**src/rtl/cmd_intake.sv**
```systemverilog
module cmd_intake #(
  parameter int PROC_CYCLES = 2,
  parameter int MAX_PARAMS  = 8,
  parameter int IW          = $clog2(MAX_PARAMS + 1)
) (
  input  logic                    clk,
  input  logic                    rst,
  input  logic                    host_wr,
  input  logic [7:0]              host_wdata,
  input  logic                    host_rd,
  input  logic                    exec_done,
  output logic                    stat_ready,
  output logic                    stat_dir,
  output logic                    bad_cmd,
  output logic                    exec_go,
  output logic [7:0]              exec_opcode,
  output logic [8*MAX_PARAMS-1:0] exec_params,
  output logic [IW-1:0]           exec_count
);
  localparam int CW = (PROC_CYCLES > 1) ? $clog2(PROC_CYCLES) : 1;

  typedef enum logic [1:0] {S_WAIT, S_PROC, S_EXEC, S_BAD} st_t;

  st_t                    st;
  logic                   have_op;
  logic [IW-1:0]          idx, need;
  logic [CW-1:0]          cnt;
  logic [7:0]             opcode;
  logic [8*MAX_PARAMS-1:0] params;
  logic [IW:0]            lk;

  function automatic logic [IW:0] cmd_len(input logic [7:0] op);
    case (op)
      8'h03:   return {1'b1, IW'(2)};
      8'h04:   return {1'b1, IW'(1)};
      8'h05:   return {1'b1, IW'(8)};
      8'h06:   return {1'b1, IW'(8)};
      8'h07:   return {1'b1, IW'(1)};
      8'h08:   return {1'b1, IW'(0)};
      8'h0A:   return {1'b1, IW'(1)};
      8'h0D:   return {1'b1, IW'(5)};
      8'h0F:   return {1'b1, IW'(2)};
      8'h12:   return {1'b1, IW'(1)};
      8'h13:   return {1'b1, IW'(3)};
      default: return {1'b0, IW'(0)};
    endcase
  endfunction

  assign lk          = cmd_len(opcode);
  assign stat_ready  = (st == S_WAIT) || (st == S_BAD);
  assign stat_dir    = (st == S_BAD);
  assign exec_opcode = opcode;
  assign exec_params = params;
  assign exec_count  = need;

  always_ff @(posedge clk) begin
    if (rst) begin
      st      <= S_WAIT;
      have_op <= 1'b0;
      idx     <= '0;
      need    <= '0;
      cnt     <= '0;
      opcode  <= '0;
      params  <= '0;
      bad_cmd <= 1'b0;
      exec_go <= 1'b0;
    end else begin
      bad_cmd <= 1'b0;
      exec_go <= 1'b0;
      case (st)
        S_WAIT: if (host_wr) begin
          st  <= S_PROC;
          cnt <= CW'(PROC_CYCLES - 1);
          if (!have_op) begin
            opcode <= host_wdata;
            params <= '0;
          end else begin
            params[8*idx +: 8] <= host_wdata;
          end
        end
        S_PROC: if (cnt != '0) begin
          cnt <= cnt - CW'(1);
        end else if (!have_op) begin
          if (!lk[IW]) begin
            bad_cmd <= 1'b1;
            st      <= S_BAD;
          end else begin
            have_op <= 1'b1;
            need    <= lk[IW-1:0];
            idx     <= '0;
            if (lk[IW-1:0] == '0) begin
              exec_go <= 1'b1;
              st      <= S_EXEC;
            end else begin
              st <= S_WAIT;
            end
          end
        end else begin
          idx <= idx + IW'(1);
          if (idx + IW'(1) == need) begin
            exec_go <= 1'b1;
            st      <= S_EXEC;
          end else begin
            st <= S_WAIT;
          end
        end
        S_EXEC: if (exec_done) begin
          st      <= S_WAIT;
          have_op <= 1'b0;
          idx     <= '0;
        end
        S_BAD: if (host_rd) begin
          st      <= S_WAIT;
          have_op <= 1'b0;
        end
        default: st <= S_WAIT;
      endcase
    end
  end
endmodule


```
**config.mk**
```make
export PLATFORM = sky130hd
export DESIGN_NAME = cmd_intake
export DESIGN_NICKNAME = d
export VERILOG_FILES = /design/src/rtl/cmd_intake.sv
export SDC_FILE = /design/constraint.sdc
export NUM_CORES = 1
export LEC_CHECK = 0
export CAP_MARGIN = 20
export CORE_ASPECT_RATIO = 0.75
export CORE_MARGIN = 3
export CORE_UTILIZATION = 30
export CTS_CLUSTER_DIAMETER = 100
export DETAILED_ROUTE_END_ITERATION = 10
export HOLD_SLACK_MARGIN = 0.1
export MAX_ROUTING_LAYER = met4
export PLACE_DENSITY_LB_ADDON = 0.12
export SLEW_MARGIN = 20
export SYNTH_ARGS = -nofsm -noshare
export SYNTH_HDL_FRONTEND = slang
export SYNTH_SLANG_ARGS = --single-unit
```
**constraint.sdc**
```tcl
create_clock -name clk -period 2.9 [get_ports clk]
set_input_delay 0.58 -clock clk [delete_from_list [all_inputs] [get_ports clk]]
set_output_delay 0.58 -clock clk [all_outputs]
set_load 0.005 [all_outputs]
```
==> results.sh, run 1 <==
export IMPL_crit_chain="inv_1 > ha_1 > nor4bb_1 > nand2_1 > nor4_4 > a22o_1"
export IMPL_fin_nets=525
export IMPL_path_class="flip-flop to flip-flop"
export IMPL_use_met3_pct=3.37
export IMPL_synth_top_area_share_pct=45.6
export IMPL_outcome="complete, no violations"
export IMPL_rsz0062_at_grt="no"
export IMPL_yosys_area_top_type="dfxtp_1"
export IMPL_synthToLayoutAreaGrowth_pct=37.0
export IMPL_avgViaCountPerCell=5.16
export IMPL_io_pins=93
export IMPL_cp_top_family="simple AND/OR/NAND/NOR gates"
export IMPL_n_fill_cell=1215
export IMPL_wl_um=11600
export IMPL_drt_initial_drc_count=237
export IMPL_finalNonFillerCells=672
export IMPL_synth_cell_types=59
export IMPL_drv_cap=0
export IMPL_die_y_um=106
export IMPL_coreArea_um2=12700
export IMPL_clockBufferDepth=2
export IMPL_gr_total_overflow=0
export IMPL_ys_warn_count=0
export IMPL_synth_main_ff_cell="dfxtp_1"
export IMPL_portBuffers=92
export IMPL_dp_hpwl_um=8670
export IMPL_worst_pin_slew_ns=0.748
export IMPL_cp_max_fo=10
export IMPL_yosysSeqAreaShare_pct=45.6
export IMPL_start_util_pct=31.6
export IMPL_power_density_nw_per_um2=594
export IMPL_maxSlewViolCount=0
export IMPL_hp_class="flip-flop to flip-flop"
export IMPL_layout_drive_gt1_share_pct=9.49
export IMPL_grt_usage_pct=16.2
export IMPL_hold_viol=0
export IMPL_antenna_cells=0
export IMPL_ant_nets=0
export IMPL_place_congestion=0.885
export IMPL_dpl_cell_area_um2=5110
export IMPL_most_common_layout_cells="clkdlybuf4s50_1 (92), dfxtp_1 (91), a22o_1 (40)"
export IMPL_post_cts_buffers=0
export IMPL_insertion_delay_ns=0.34
export IMPL_path_buf_inv=1
export IMPL_critPathArrivalTime_ns=2.80
export IMPL_grtUsageMet2_pct=23.5
export IMPL_first_pass_iters=4
export IMPL_synth_area_leaders="dfxtp_1 (46%), a22o_1 (8.8%), ha_1 (3.4%), a21oi_1 (3.3%), nand3_1 (3.3%)"
export IMPL_synthCells=410
export IMPL_fmax_mhz=397
export IMPL_cts_resized=0
export IMPL_grt_pass1_wl_um=18700
export IMPL_top_usage_layer="met2"
export IMPL_grt_pass1_vias=3324
export IMPL_synth_nets=434
export IMPL_antenna_found_initial=0
export IMPL_syn_area_um2=3990
export IMPL_holdBufCountCts=0
export IMPL_fin_crit_ns=2.52
export IMPL_cts_tree="yes"
export IMPL_grt_max_degree=17
export IMPL_final_setup_viol_count=0
export IMPL_die_area_um2=14700
export IMPL_clock_sinks=91
export IMPL_crit_path_top_delay_cell="dfxtp_1"
export IMPL_cts_root_buf="clkbuf_16"
export IMPL_die_w_um=139
export IMPL_finalCritPeriodShare_pct=86.9
export IMPL_synth_enable_flop_cells=0
export IMPL_slew_headroom_pct=50.2
export IMPL_cts_buffers=9
export IMPL_holdWs_ns=0.469
export IMPL_syn_avg_cell_area_um2=9.74
export IMPL_cp_start_kind="flip-flop"
export IMPL_post_route_drc_count=0
export IMPL_vdd_ir_drop_max_v=0.000299
export IMPL_worst_setup_path_end_kind="flip-flop"
export IMPL_grt_use_met1_pct=23.2
export IMPL_cp_required_ns=3.19
export IMPL_vias=3465
export IMPL_clkTransAtPathRegs_ns=0.07
export IMPL_fin_skew_ns=0.00396
export IMPL_finalSetupTns_ns=0
export IMPL_stdcell_area_um2=5470
export IMPL_ys_ff_latch=91
export IMPL_power_leakage_nw=1.99
export IMPL_crit_path_max_incr_delay_ns=0.54
export IMPL_placedCellCount=656
export IMPL_h_tree_depth=3
export IMPL_row_count=35
export IMPL_synthArstFlopShare_pct=0
export IMPL_final_common_cell="clkdlybuf4s50_1"
export IMPL_r2r_setup_slack_ns=0.38
export IMPL_post_drt_wl_per_cell_um=17.2
[through the flow]
stage / setup WS (ns) / util, % / total power, W
3_5_place_dp: 0.181 / 40.4 / 0.00190
2_1_floorplan: 0.616 / - / 0.00169
4_1_cts: 0.368 / 43.2 / 0.00328
5_1_grt: 0.150 / 43.2 / 0.00339
3_3_place_gp: 0.295 / 40.4 / 0.00190
6_report: 0.381 / 43.2 / 0.00325
[synth_stat cells, drive strengths merged, types with 2 or more instances]
master	n
dfxtp	91
a32oi	7
nand3	26
o21bai	3
nor2	18
a21oi	26
a22o	40
and3	4
clkbuf	15
mux2i	10
nand3b	4
nor4	4
inv	14
nor4bb	3
a32o	3
nand4	5
nand2	28
a31oi	4
or3b	3
nor2b	9
o22ai	2
nand2b	13
ha	11
nand4bb	2
nor3b	4
nor3	7
and2	4
buf	15
xor2	3
a2111oi	3
xnor2	6
a211oi	4
a41oi	3
and4	2
[area by class of cell]
cell class,count,area (um^2),area share [%]
well taps,166,208,3.80
clock inverters,6,116,2.13
repair buffers,110,1060,19.3
multi-input cells,275,1980,36.1
flip-flops and latches,91,1820,33.3
inverters,14,52.6,0.961
clock buffers,10,239,4.37
[flip-flops by register name (all words and copies together) (netlist names), named ones only]
| signal | count |
|---|---|
| idx | 4 |
| have_op | 1 |
| exec_params | 64 |
| exec_opcode | 8 |
| st | 2 |
| exec_go | 1 |
| cnt | 1 |
| exec_count | 4 |
| bad_cmd | 1 |
[kinds of logic (layout without fill, tap and decap cells)]
| logic type | count (synthesis) | count (layout) | synth area share, % |
|---|---|---|---|
| compound gates | 103 | 103 | 20.6 |
| xor+xnor | 9 | 9 | 1.97 |
| fa+ha+maj | 11 | 11 | 3.45 |
| buf+inv | 44 | 140 | 4.89 |
| flops | 91 | 91 | 45.6 |
| mux | 11 | 11 | 2.98 |
| simple gates | 141 | 141 | 20.5 |
[where the power goes]
group / internal, W / switching, W
clock network: 0.000875 / 0.000501
logic: 0.000223 / 0.000317
registers: 0.00129 / 0.0000411
[worst paths after layout]
check | from | end | depth (start not counted)
min | exec_params[57]$_SDFFE_PP0P_ | exec_params[57]$_SDFFE_PP0P_ | 2
max | idx[0]$_SDFFE_PP0P_ | exec_params[21]$_SDFFE_PP0P_ | 6
max reg2reg | idx[0]$_SDFFE_PP0P_ | exec_params[21]$_SDFFE_PP0P_ | 6
min reg2reg | exec_params[57]$_SDFFE_PP0P_ | exec_params[57]$_SDFFE_PP0P_ | 2
[metal layers]
metal	share of wire (%)	vias up	routed length, um
li1	-	1690	-
met1	52	1676	6010
met2	43	89	4940
met3	4.4	10	507
met4	0.91	0	105
met5	0	-	0
[tightest hold or removal path: cells and delay by family, from the launching register on]
family	cells	cell delay (ns)
DFF	1	0.32
and+or+nand+nor	1	0.06
AOI/OAI and AO/OA	1	0.05
No activity file was read; power rests on OpenSTA's default activity.
==> run 2: changes to the inputs <==
CTS_CLUSTER_DIAMETER = unset   (was 100)
==> results of run 2 <==
Same layout as run 1: the final DEF is identical, and so are final timing and power.
